$ cat src/rtl/irq_ctrl_pkg.sv
package irq_ctrl_pkg;
  localparam int DEF_REG_W  = 16;
  localparam int DEF_BUS_W  = 32;
  localparam int DEF_ADDR_W = 12;
  localparam int DEF_NSRC   = 11;

  typedef enum logic [1:0] {
    SEL_NONE   = 2'd0,
    SEL_STATUS = 2'd1,
    SEL_MASK   = 2'd2
  } reg_sel_e;
endpackage

$ cat src/rtl/irq_pending_bank.sv
module irq_pending_bank #(
  parameter int NUM_SRC = 11,
  parameter int REG_W   = 16
) (
  input  logic               clk,
  input  logic               rst,
  input  logic [NUM_SRC-1:0] src_pulse,
  input  logic               ack_en,
  input  logic [REG_W-1:0]   ack_data,
  output logic [REG_W-1:0]   status_q,
  output logic [REG_W-1:0]   status_nxt
);
  for (genvar b = 0; b < REG_W; b++) begin : g_bit
    if (b < NUM_SRC) begin : g_src
      logic bit_q;
      logic bit_d;
      // a pulse sets the bit; an acknowledge may only clear the old value
      assign bit_d = src_pulse[b] | (bit_q & ~(ack_en & ~ack_data[b]));
      always_ff @(posedge clk) begin
        if (rst) bit_q <= 1'b0;
        else     bit_q <= bit_d;
      end
      assign status_q[b]   = bit_q;
      assign status_nxt[b] = bit_d;

      AST_SRC_SETS: assert property (@(posedge clk) disable iff (rst)
        src_pulse[b] |=> status_q[b]);
      AST_SET_BEATS_ACK: assert property (@(posedge clk) disable iff (rst)
        (src_pulse[b] && ack_en && !ack_data[b]) |=> status_q[b]);
      AST_ACK_CLEARS: assert property (@(posedge clk) disable iff (rst)
        (ack_en && !ack_data[b] && !src_pulse[b]) |=> !status_q[b]);
      AST_PEND_HOLDS: assert property (@(posedge clk) disable iff (rst)
        (!ack_en && !src_pulse[b]) |=> status_q[b] == $past(status_q[b]));
    end else begin : g_spare
      assign status_q[b]   = 1'b0;
      assign status_nxt[b] = 1'b0;
    end
  end
endmodule

$ cat src/rtl/irq_enable_reg.sv
module irq_enable_reg #(
  parameter int REG_W = 16
) (
  input  logic             clk,
  input  logic             rst,
  input  logic             wr_en,
  input  logic [REG_W-1:0] wr_data,
  output logic [REG_W-1:0] mask_q,
  output logic [REG_W-1:0] mask_nxt
);
  assign mask_nxt = wr_en ? wr_data : mask_q;

  always_ff @(posedge clk) begin
    if (rst) mask_q <= '0;
    else     mask_q <= mask_nxt;
  end

  AST_MASK_LOAD: assert property (@(posedge clk) disable iff (rst)
    wr_en |=> mask_q == $past(wr_data));
  AST_MASK_KEEP: assert property (@(posedge clk) disable iff (rst)
    !wr_en |=> $stable(mask_q));
endmodule

$ cat src/rtl/irq_readback.sv
module irq_readback
  import irq_ctrl_pkg::*;
#(
  parameter int REG_W = 16,
  parameter int BUS_W = 32
) (
  input  logic             clk,
  input  logic             rst,
  input  logic             rd_en,
  input  reg_sel_e         sel,
  input  logic [REG_W-1:0] status_q,
  input  logic [REG_W-1:0] mask_q,
  output logic [BUS_W-1:0] rdata
);
  logic [REG_W-1:0] pick;
  logic [BUS_W-1:0] word;

  always_comb begin
    unique case (sel)
      SEL_STATUS: pick = status_q;
      SEL_MASK:   pick = mask_q;
      default:    pick = '0;
    endcase
    word            = '0;
    word[REG_W-1:0] = pick;
  end

  always_ff @(posedge clk) begin
    if (rst)        rdata <= '0;
    else if (rd_en) rdata <= word;
  end

  AST_RD_STATUS: assert property (@(posedge clk) disable iff (rst)
    (rd_en && sel == SEL_STATUS) |=> rdata[REG_W-1:0] == $past(status_q));
  AST_RD_MASK: assert property (@(posedge clk) disable iff (rst)
    (rd_en && sel == SEL_MASK) |=> rdata[REG_W-1:0] == $past(mask_q));
  AST_RD_IDLE_HOLD: assert property (@(posedge clk) disable iff (rst)
    !rd_en |=> $stable(rdata));
endmodule

$ cat src/rtl/irq_status_ctrl.sv
module irq_status_ctrl
  import irq_ctrl_pkg::*;
#(
  parameter int NUM_SRC = DEF_NSRC,
  parameter int REG_W   = DEF_REG_W,
  parameter int BUS_W   = DEF_BUS_W,
  parameter int ADDR_W  = DEF_ADDR_W,
  parameter logic [ADDR_W-1:0] STATUS_OFS = 12'h070,
  parameter logic [ADDR_W-1:0] MASK_OFS   = 12'h074
) (
  input  logic               clk,
  input  logic               rst,
  input  logic [NUM_SRC-1:0] src_pulse,
  input  logic               bus_valid,
  input  logic               bus_write,
  input  logic [ADDR_W-1:0]  bus_addr,
  input  logic [BUS_W-1:0]   bus_wdata,
  output logic [BUS_W-1:0]   bus_rdata,
  output logic               irq_req
);
  reg_sel_e         sel;
  logic             stat_wr, mask_wr, rd_en;
  logic [REG_W-1:0] wdata_lo;
  logic [REG_W-1:0] status_q, status_nxt, mask_q, mask_nxt;
  logic             irq_q;

  always_comb begin
    if (bus_addr == STATUS_OFS)    sel = SEL_STATUS;
    else if (bus_addr == MASK_OFS) sel = SEL_MASK;
    else                           sel = SEL_NONE;
  end

  assign stat_wr  = bus_valid & bus_write & (sel == SEL_STATUS);
  assign mask_wr  = bus_valid & bus_write & (sel == SEL_MASK);
  assign rd_en    = bus_valid & ~bus_write;
  assign wdata_lo = bus_wdata[REG_W-1:0];

  irq_pending_bank #(.NUM_SRC(NUM_SRC), .REG_W(REG_W)) u_pend (
    .clk(clk), .rst(rst), .src_pulse(src_pulse),
    .ack_en(stat_wr), .ack_data(wdata_lo),
    .status_q(status_q), .status_nxt(status_nxt));

  irq_enable_reg #(.REG_W(REG_W)) u_mask (
    .clk(clk), .rst(rst), .wr_en(mask_wr), .wr_data(wdata_lo),
    .mask_q(mask_q), .mask_nxt(mask_nxt));

  irq_readback #(.REG_W(REG_W), .BUS_W(BUS_W)) u_rd (
    .clk(clk), .rst(rst), .rd_en(rd_en), .sel(sel),
    .status_q(status_q), .mask_q(mask_q), .rdata(bus_rdata));

  // request register tracks the state both registers take at this edge
  always_ff @(posedge clk) begin
    if (rst) irq_q <= 1'b0;
    else     irq_q <= |(status_nxt & mask_nxt);
  end
  assign irq_req = irq_q;

  AST_IRQ_LEVEL: assert property (@(posedge clk) disable iff (rst)
    irq_req == |(status_q & mask_q));
  AST_UNMASK_RAISE: assert property (@(posedge clk) disable iff (rst)
    (mask_wr && |(status_q & wdata_lo)) |=> irq_req);
  AST_RESET_CLEAR: assert property (@(posedge clk)
    $past(rst) |-> (!irq_req && status_q == '0 && mask_q == '0));
endmodule

$ cat config.mk
export PLATFORM = sky130hd
export DESIGN_NAME = irq_status_ctrl
export DESIGN_NICKNAME = d
export VERILOG_FILES = /design/src/rtl/irq_ctrl_pkg.sv /design/src/rtl/irq_pending_bank.sv /design/src/rtl/irq_enable_reg.sv /design/src/rtl/irq_readback.sv /design/src/rtl/irq_status_ctrl.sv
export SDC_FILE = /design/constraint.sdc
export NUM_CORES = 1
export LEC_CHECK = 0
export BUFFER_PORTS_ARGS = -buffer_cell sky130_fd_sc_hd__buf_2
export CAP_MARGIN = 5
export CORE_AREA = 5 5 74 76
export CTS_CLUSTER_SIZE = 40
export DETAILED_ROUTE_END_ITERATION = 16
export DIE_AREA = 0 0 79 81
export HOLD_SLACK_MARGIN = 0.08
export PLACE_DENSITY = 0.75
export SLEW_MARGIN = 20
export SYNTH_ARGS = -nofsm -noshare
export SYNTH_HDL_FRONTEND = slang
export SYNTH_SLANG_ARGS = --single-unit
$ cat constraint.sdc
create_clock -name clk -period 1.8 [get_ports clk]
set_input_delay 0.09 -clock clk [delete_from_list [all_inputs] [get_ports clk]]
set_output_delay 0.09 -clock clk [all_outputs]
set_load 0.01 [all_outputs]
==> reports/metrics.cfg, run 1 <==
[run_status]
outcome=finished, final reports clean

[power_and_ir_drop]
intPower_mw=1.65
leakagePower_nw=1.22
ir_drop_uv=509
p_switching_mw=0.458
pwr-share-clk_pct=41.6
power_frac_comb_pct=10.9
p_sw_share_pct=21.7
pwr-share-seq_pct=47.5
power.density_mw_per_mm2=747

[setup_path]
r2r_setup_slack_ns=0.54
end_kind=register
crit_end=irq_req
worstSetupPathType=input port to register
required_ns=1.97
cp_num_cells=7
startpoint_type=input port
timing.rr.start=u_pend.g_bit[1].g_src.bit_q
critical-path-top-delay-family=compound AO/OA/AOI/OAI gates
cp-startpoint=bus_addr[0]
slowest_stage=o32ai_1
r2r_cells=5
crit_fanout=14
cp.arrival_ns=1.67
crit_buf_inv=1
r2r_end=irq_req
slowest_delay_ns=0.49
crit_chain=buf_2 > and4bb_1 > nand4_4 > o32ai_1 > o2111ai_1 > o21ai_1 > a31oi_1

[route]
dr.pass1.iters=4
via_per_inst=5.32
drc_errors=0
vias=2010
drt_first_iter_violations=155
final_antenna_net_count=0
routed_wl_um=5460
post_drt_wl_per_cell_um=14.4

[sta]
whs_ns=0.0901
setup-violations-final=0
skew_ns=0.00295
fin_ws_ns=0.296
hold_viol=0
rsz0062_at_grt=no
drv_slew=0
fin_crit_sh_pct=83.5
fmax_mhz=665
period_minus_slack_ns=1.50
tns_ns=0

[logic_synthesis]
synth-seq-cells=44
synth_flop_cell=dfxtp_1
syn_avg_cell_area_sq_um=8.96
post-synth-top-count-cell=nor2_1
synth_compound_area_share_pct=20.2
synth_top_area_share_pct=41.1
muxShareOfSynthArea_pct=13.3
synthAdderAreaFrac_pct=0
synth_edf_count=0
yosysWarnings=0
yosysSeqAreaShare_pct=41.1
synth-async-reset-ratio_pct=0
synthSimpleGateAreaFrac_pct=13.4
synth_top_area_cell=dfxtp_1
synthCells=239
synth-xor-area-share_pct=0
synthTopCellsByArea=dfxtp_1 (41%), nor2_1 (7.9%), mux2i_1 (7.5%)
synthTopCellsByCount=nor2_1 (45), dfxtp_1 (44), buf_4 (18)
synth_area_sq_mm=0.00214
ys_types=40
synth_top_family_by_area=compound AO/OA/AOI/OAI gates

[clock_tree]
ctsResizeCount=0
insertion_delay_ns=0.29
cts_tree=built
cts_num_sinks=44
clockBufferDepth=2
numCtsBuffers=5
post_cts_buffers=0
hold_buffers=26
cts_root_buf=clkbuf_8
clk_pin_slew_ns=0.08
cts_max_level=2

[placed_design]
gp_congestion=0.773
hpwlAfterDp_um=3780
port_buffers=59
place_area_sq_mm=0.00243
post-place-ws_ns=-0.0153

[floorplan]
io_pins=92
core-area_sq_mm=0.00466
die_w_um=79
fp.dieH_um=81
dieArea_sq_mm=0.00640
start_util_pct=46.0
row_count=25

[global_route]
gr-total-overflow=0
grt_usage_pct=17.3
grt_max_degree=45
grt_pass1_wl_um=8790
grt_pass1_vias=1950
antenna_found_initial=0

[finish]
multiInputGateArea_sq_mm=0.00107
regArea_sq_um=881
area_growth_pct=31.8
fillers=410
layout.nets=383
design_area_sq_mm=0.00282
fin_util_pct=60.6
diodes=0
drive_gt1_share_pct=28.7

[flow_run]
cap_violations=0

[hold_path]
hp-class=input port to register

[final cells by class]
class / instances / area share (%)
clock buffers: 5 / 2.44
clock inverters: 2 / 2.13
inverters: 17 / 2.26
multi-input cells: 163 / 37.8
flip-flops and latches: 44 / 31.2
well taps: 54 / 2.39
repair buffers: 93 / 21.8
[power groups by stage]
stage | clock network [mW] | logic [mW] | registers (mW)
5_1_grt | 0.933 | 0.257 | 1.01
4_1_cts | 0.889 | 0.229 | 1.00
3_5_place_dp | 0 | 0.185 | 1.03
3_3_place_gp | 0 | 0.181 | 1.02
6_report | 0.877 | 0.230 | 1.00
2_1_floorplan | 0 | 0.131 | 1.02
[state kept, by name, summed over array words and instances (netlist names)]
signal and flops:
u_mask.mask_q 16, u_rd.rdata 16, u_pend.g_bit.g_src.bit_q 11, irq_req 1
[stage by stage]
step / cells / power (mW)
3_5_place_dp: 345 / 1.21
4_1_cts: 378 / 2.12
3_3_place_gp: 345 / 1.20
5_1_grt: 378 / 2.20
2_1_floorplan: 254 / 1.15
6_report: 378 / 2.11
[worst register-to-register path, delay by kind of cell, from the launching register on]
kind / cells / cell delay [ns]
AOI/OAI and AO/OA: 3 / 0.38
DFF: 1 / 0.32
and+or+nand+nor: 2 / 0.43
[cell usage in the layout (no fill, tap or decap), drive strengths merged, types with 3 or more instances in the layout]
| cell type | n |
|---|---|
| o32a | 3 |
| a22oi | 16 |
| clkbuf | 5 |
| inv | 17 |
| buf | 67 |
| o32ai | 5 |
| o21ai | 16 |
| nor2 | 45 |
| dlygate4sd3 | 26 |
| mux2i | 16 |
| mux2 | 11 |
| a21oi | 11 |
| dfxtp | 44 |
| nor3 | 3 |
| conb | 16 |
[logic make-up after synthesis]
logic type             Yosys count
AOI/OAI and AO/OA               63
and+or+nand+nor                 57
buffers and inverters           47
DFF                             44
muxes                           27
other                            1
[how the worst min path moves through the flow]
stage                       start                           end  slack (ns)  cells past startpoint
floorplan           src_pulse[10]  u_pend.g_bit[10].g_src.bit_q        0.22                      2
global placement    bus_wdata[13]             u_mask.mask_q[13]        0.32                      3
detailed placement  bus_wdata[15]             u_mask.mask_q[15]        0.34                      3
CTS                  bus_wdata[5]              u_mask.mask_q[5]        0.09                      3
global route         bus_wdata[5]              u_mask.mask_q[5]         0.1                      3
finish               bus_wdata[5]              u_mask.mask_q[5]        0.09                      3
[routing by layer]
metal  wire [um]  track usage (%)
met5           0                0
met4          70             7.22
met3         421             3.66
met2        2730             31.3
met1        2240             19.9
Power figures use the tool's default switching activity.
==> inputs of run 2 (changes only) <==
--- a/config.mk
+++ b/config.mk
@@ -7,12 +7,12 @@
 export LEC_CHECK = 0
 export BUFFER_PORTS_ARGS = -buffer_cell sky130_fd_sc_hd__buf_2
 export CAP_MARGIN = 5
-export CORE_AREA = 5 5 74 76
+export CORE_AREA = 5 5 77 79
 export CTS_CLUSTER_SIZE = 40
 export DETAILED_ROUTE_END_ITERATION = 16
-export DIE_AREA = 0 0 79 81
+export DIE_AREA = 0 0 82 84
 export HOLD_SLACK_MARGIN = 0.08
-export PLACE_DENSITY = 0.75
+export PLACE_DENSITY = 0.73
 export SLEW_MARGIN = 20
 export SYNTH_ARGS = -nofsm -noshare
 export SYNTH_HDL_FRONTEND = slang
==> constraint.sdc (replaced) <==
create_clock -name clk -period 1.3 [get_ports clk]
set_input_delay 0.065 -clock clk [delete_from_list [all_inputs] [get_ports clk]]
set_output_delay 0.065 -clock clk [all_outputs]
set_load 0.01 [all_outputs]
==> run 2 against run 1 <==
Effect of this change: via count decreased by 0.75%; first-iteration DRC count down 33%; setup slack lost 0.29 ns; register-to-register slack got worse by 0.49 ns; sequential power grew 39%; critical endpoint unchanged; largest cell class unchanged.
==> reports/metrics.cfg, run 2 (synthesis results as in run 1) <==
[placed_design]
dp_cells=370
port_buffers=59
hpwlAfterDp_um=3950
post-place-ws_ns=-0.402
gp_congestion=0.765

[finish]
area_growth_pct=41.9
final_common_cell=buf_2
fillers=486
stdcell_count=406
drive_gt1_share_pct=32.3
layout.nets=392
layout_common_cells=buf_2 (56), nor2_1 (44), dfxtp_1 (44)
reg.largest.list=u_mask.mask_q (16), u_rd.rdata (16), u_pend.g_bit.g_src.bit_q (11)
diodes=0

[global_route]
grt_usage_pct=16.9
grt_pass1_wl_um=9230
gr-total-overflow=0
grt_pass1_vias=2060
grt_max_degree=45
antenna_found_initial=0

[sta]
setup-violations-final=0
fin_ws_ns=0.0109
period_minus_slack_ns=1.29
rsz0062_at_grt=yes
skew_ns=0.00342
whs_ns=0.186
fin_crit_sh_pct=99.2
fmax_mhz=776
drv_slew=0
tns_ns=0
hold_viol=0

[route]
drt_first_iter_violations=104
dr.pass1.iters=4
final_antenna_net_count=0
post_drt_wl_per_cell_um=14.1
via_per_inst=4.91
drc_errors=0
vias=1995
routed_wl_um=5740

[floorplan]
dieArea_sq_mm=0.00689
core-area_sq_mm=0.00527
io_pins=92
fp.dieH_um=84
start_util_pct=40.6
die_w_um=82
row_count=27

[setup_path]
cp.arrival_ns=1.48
slowest_stage=dlygate4sd3_1
r2r_cells=5
critical-path-top-delay-family=buffers and inverters
r2r_setup_slack_ns=0.05
timing.rr.start=u_pend.g_bit[1].g_src.bit_q
crit_buf_inv=3
end_kind=register
startpoint_type=input port
slowest_delay_ns=0.53
crit_chain=dlygate4sd3_1 > buf_2 > inv_1 > nor2_1 > o32a_1 > o21ai_1 > o2111a_1 > a31oi_1
worstSetupPathType=input port to register
r2r_end=irq_req
required_ns=1.49
crit_fanout=2

[clock_tree]
cts_root_buf=clkbuf_8
cts_num_sinks=44
clockBufferDepth=2
cts_max_level=2
cts_tree=built
clk_pin_slew_ns=0.09
insertion_delay_ns=0.30
numCtsBuffers=5

[hold_path]
hp-class=input port to register
whs_path_depth=3
min_from=rst
min_to=u_pend.g_bit[8].g_src.bit_q

[flow_run]
cap_violations=0

[power_and_ir_drop]
power.density_mw_per_mm2=951
ir_drop_uv=487
leakagePower_nw=1.30
power.total_mw=2.89

[run_status]
outcome=finished, final reports clean

run 2: changes by cell type in the layout (fill, tap and decap cells not counted), sizes merged:
cell,delta
bufinv,-1
clkinv,+1
buf,+8
clkbuf,+1
dlygate4sd3,+1
run 2: per-layer routing:
metal / GRT usage [%] / up-vias / wire, um / share of wire (%)
met5: 0 / - / 0 / 0
met4: 3.93 / 0 / 52 / 0.91
met3: 4.00 / 5 / 376 / 6.5
met2: 29.5 / 66 / 2860 / 50
met1: 20.5 / 926 / 2460 / 43
li1: - / 998 / - / -
run 2: how the worst max path moves through the flow:
| stage | from | endpoint | slack, ns | cells after the start |
|---|---|---|---|---|
| 6_report | src_pulse[4] | irq_req | 0.01 | 8 |
| 5_1_grt | bus_addr[3] | irq_req | -0.07 | 8 |
| 4_1_cts | bus_addr[1] | irq_req | 0.01 | 8 |
| 3_5_place_dp | bus_addr[0] | irq_req | -0.40 | 7 |
| 3_3_place_gp | bus_addr[0] | irq_req | -0.38 | 7 |
| 2_1_floorplan | bus_addr[1] | irq_req | -0.1 | 7 |
run 2: worst register-to-register path, cell delays in order, from the launching register on:
cell,delay [ns]
dfxtp_1,0.33
or2_2,0.32
o31ai_2,0.09
o2111ai_2,0.17
o21ai_1,0.15
a31oi_1,0.09
run 2: where the power goes:
part	leakage (nW)	switching, mW	internal [mW]
clock network	0.0614	0.495	0.629
logic	0.877	0.180	0.193
registers	0.358	0.0210	1.37
total	1.30	0.696	2.19
run 2: final cells by class:
class | count | area [sq um] | share of cell area (%)
clock buffers | 6 | 82.6 | 2.72
flip-flops and latches | 44 | 881 | 29.0
well taps | 72 | 90.1 | 2.96
repair buffers | 102 | 729 | 24.0
multi-input cells | 163 | 1150 | 38.0
inverters | 17 | 63.8 | 2.10
clock inverters | 2 | 38.8 | 1.28
run 2: through the flow:
stage	utilization (%)	instance area (sq um)
after global placement	48.4	2550
final	57.7	3040
after floorplan	-	2240
after CTS	56.2	2960
after global routing	57.7	3040
after detailed placement	48.4	2550
run 2: what timing repair did:
item                       CTS  global route
pin swaps                    1             3
gates resized for setup      0            12
setup endpoints to repair    1             1
gates cloned                 0             0
hold endpoints to repair    27             0
hold buffers                27             0
setup buffers                1             0
==> inputs of run 3 (changes only) <==
--- a/config.mk
+++ b/config.mk
@@ -11,6 +11,7 @@
 export CTS_CLUSTER_SIZE = 40
 export DETAILED_ROUTE_END_ITERATION = 16
 export DIE_AREA = 0 0 82 84
+export GPL_ROUTABILITY_DRIVEN = 0
 export HOLD_SLACK_MARGIN = 0.08
 export PLACE_DENSITY = 0.73
 export SLEW_MARGIN = 20
==> constraint.sdc (replaced) <==
create_clock -name clk -period 1.3 [get_ports clk]
set_input_delay 0.13 -clock clk [delete_from_list [all_inputs] [get_ports clk]]
set_output_delay 0.13 -clock clk [all_outputs]
set_load 0.01 [all_outputs]
==> run 3 against run 2 <==
Effect of this change: the run now ends with setup timing left; via count down 4.3%; largest power group unchanged; sequential share of layout area up 2.1 points; power down 11%; global-route usage down 0.78 points; non-clock buffer count down 21; first-iteration DRC count down 7.7%; cell count down 5.4%; sequential cell count unchanged.
==> reports/metrics.cfg, run 3 (synthesis results as in run 1) <==
[run_status]
outcome=finished, violations left
failed_checks=setup timing

[power_and_ir_drop]
power_frac_comb_pct=13.1
p_sw_share_pct=25.8
p_switching_mw=0.661
pwr-share-seq_pct=54.5
pwr-share-clk_pct=32.4
intPower_mw=1.90
leakagePower_nw=1.20
ir_drop_uv=579
power.density_mw_per_mm2=902

[sta]
tns_ns=-0.0831
fin_crit_sh_pct=106
rsz0062_at_grt=yes
hold_viol=0
skew_ns=0.00207
fin_ws_ns=-0.0831
drv_slew=0
fmax_mhz=723
period_minus_slack_ns=1.38
setup-violations-final=1

[finish]
regArea_sq_um=881
drive_gt1_share_pct=34.6
fin_util_pct=53.8
final_common_cell=buf_2
multiInputGateArea_sq_mm=0.00118
area_growth_pct=32.3
diodes=0
fillers=498
layout.nets=371
stdcell_count=384
layout_common_cells=buf_2 (56), nor2_1 (44), dfxtp_1 (44)
reg.largest.list=u_mask.mask_q (16), u_rd.rdata (16), u_pend.g_bit.g_src.bit_q (11)

[route]
drc_errors=0
dr.pass1.iters=4
drt_first_iter_violations=96
routed_wl_um=5470
final_antenna_net_count=0
vias=1909
post_drt_wl_per_cell_um=14.2
via_per_inst=4.97

[global_route]
grt_pass1_wl_um=8660
antenna_found_initial=0
grt_pass1_vias=1924
grt_usage_pct=16.1
grt_max_degree=19
gr-total-overflow=0

[setup_path]
crit_fanout=14
startpoint_type=input port
cp.arrival_ns=1.56
end_kind=register
r2r_cells=5
worstSetupPathType=input port to register
required_ns=1.48

[placed_design]
dp_cells=370
post-place-ws_ns=-0.460
hpwlAfterDp_um=4020
port_buffers=59

[floorplan]
row_count=27
io_pins=92
fp.dieH_um=84
die_w_um=82
dieArea_sq_mm=0.00689
core-area_sq_mm=0.00527
start_util_pct=40.6

[clock_tree]
cts_root_buf=clkbuf_8
cts_num_sinks=44
cts_tree=built
clk_pin_slew_ns=0.08
numCtsBuffers=5
insertion_delay_ns=0.30
clockBufferDepth=2
cts_max_level=2

[flow_run]
cap_violations=0

[hold_path]
whs_path_depth=3
hp-class=input port to register

==> run 3: cell types whose count changed in the layout (fill, tap and decap cells not counted), moves of 2 or more <==
cell           before  now
dlygate4sd3_1      27    6
o21ai_1             3    9
buf_4              14   12
o21ai_0            13    7
==> run 3: power groups by stage <==
stage / clock network, mW / registers [mW] / logic, mW
3_3_place_gp: 0 / 1.42 / 0.282
5_1_grt: 0.907 / 1.40 / 0.366
6_report: 0.828 / 1.39 / 0.335
4_1_cts: 0.863 / 1.39 / 0.320
3_5_place_dp: 0 / 1.42 / 0.288
2_1_floorplan: 0 / 1.42 / 0.187
==> run 3: worst max-delay path, cell delays in order <==
cell and delay [ns]:
buf_6 0.09, and4bb_2 0.32, nand4_4 0.10, buf_12 0.17
o32a_1 0.33, o21ai_1 0.11, o2111a_1 0.23, a31oi_1 0.07
==> run 3: per-layer routing <==
layer / vias to the layer above / part of all wire (%) / track usage [%]
met3: 7 / 7.0 / 4.43
li1: 959 / - / -
met2: 59 / 48 / 27.0
met1: 884 / 44 / 19.7
met4: 0 / 1.2 / 4.53
met5: - / 0 / 0
==> run 3: path summary, 6_finish.rpt <==
| check | from | slack [ns] | endpoint |
|---|---|---|---|
| hold / removal | bus_wdata[3] | 0.09 | u_mask.mask_q[3] |
| setup / recovery | bus_addr[1] | -0.08 | irq_req |
| hold reg to reg | u_pend.g_bit[4].g_src.bit_q | 0.50 | u_pend.g_bit[4].g_src.bit_q |
| setup reg to reg | u_pend.g_bit[1].g_src.bit_q | 0.10 | irq_req |
==> run 3: what timing repair did <==
action,in CTS,in global routing
setup endpoints to repair,13,8
hold buffers,6,0
resized for setup,9,12
pin swaps,3,6
buffers inserted,1,0
endpoints found under the hold margin,6,0
==> run 3: final cells by class <==
| type | instances | share of cell area, % |
|---|---|---|
| inverters | 17 | 2.25 |
| well taps | 72 | 3.18 |
| flip-flops and latches | 44 | 31.1 |
| repair buffers | 81 | 18.9 |
| clock inverters | 2 | 0.442 |
| clock buffers | 5 | 2.43 |
| multi-input cells | 163 | 41.7 |
==> run 3: stage by stage <==
step	power [mW]	hold slack (ns)	area (sq um)
after floorplan	1.60	0.259	2240
after CTS	2.58	0.0805	2790
after global placement	1.70	0.367	2560
final	2.56	0.0940	2830
after global routing	2.67	0.0957	2830
after detailed placement	1.71	0.375	2560
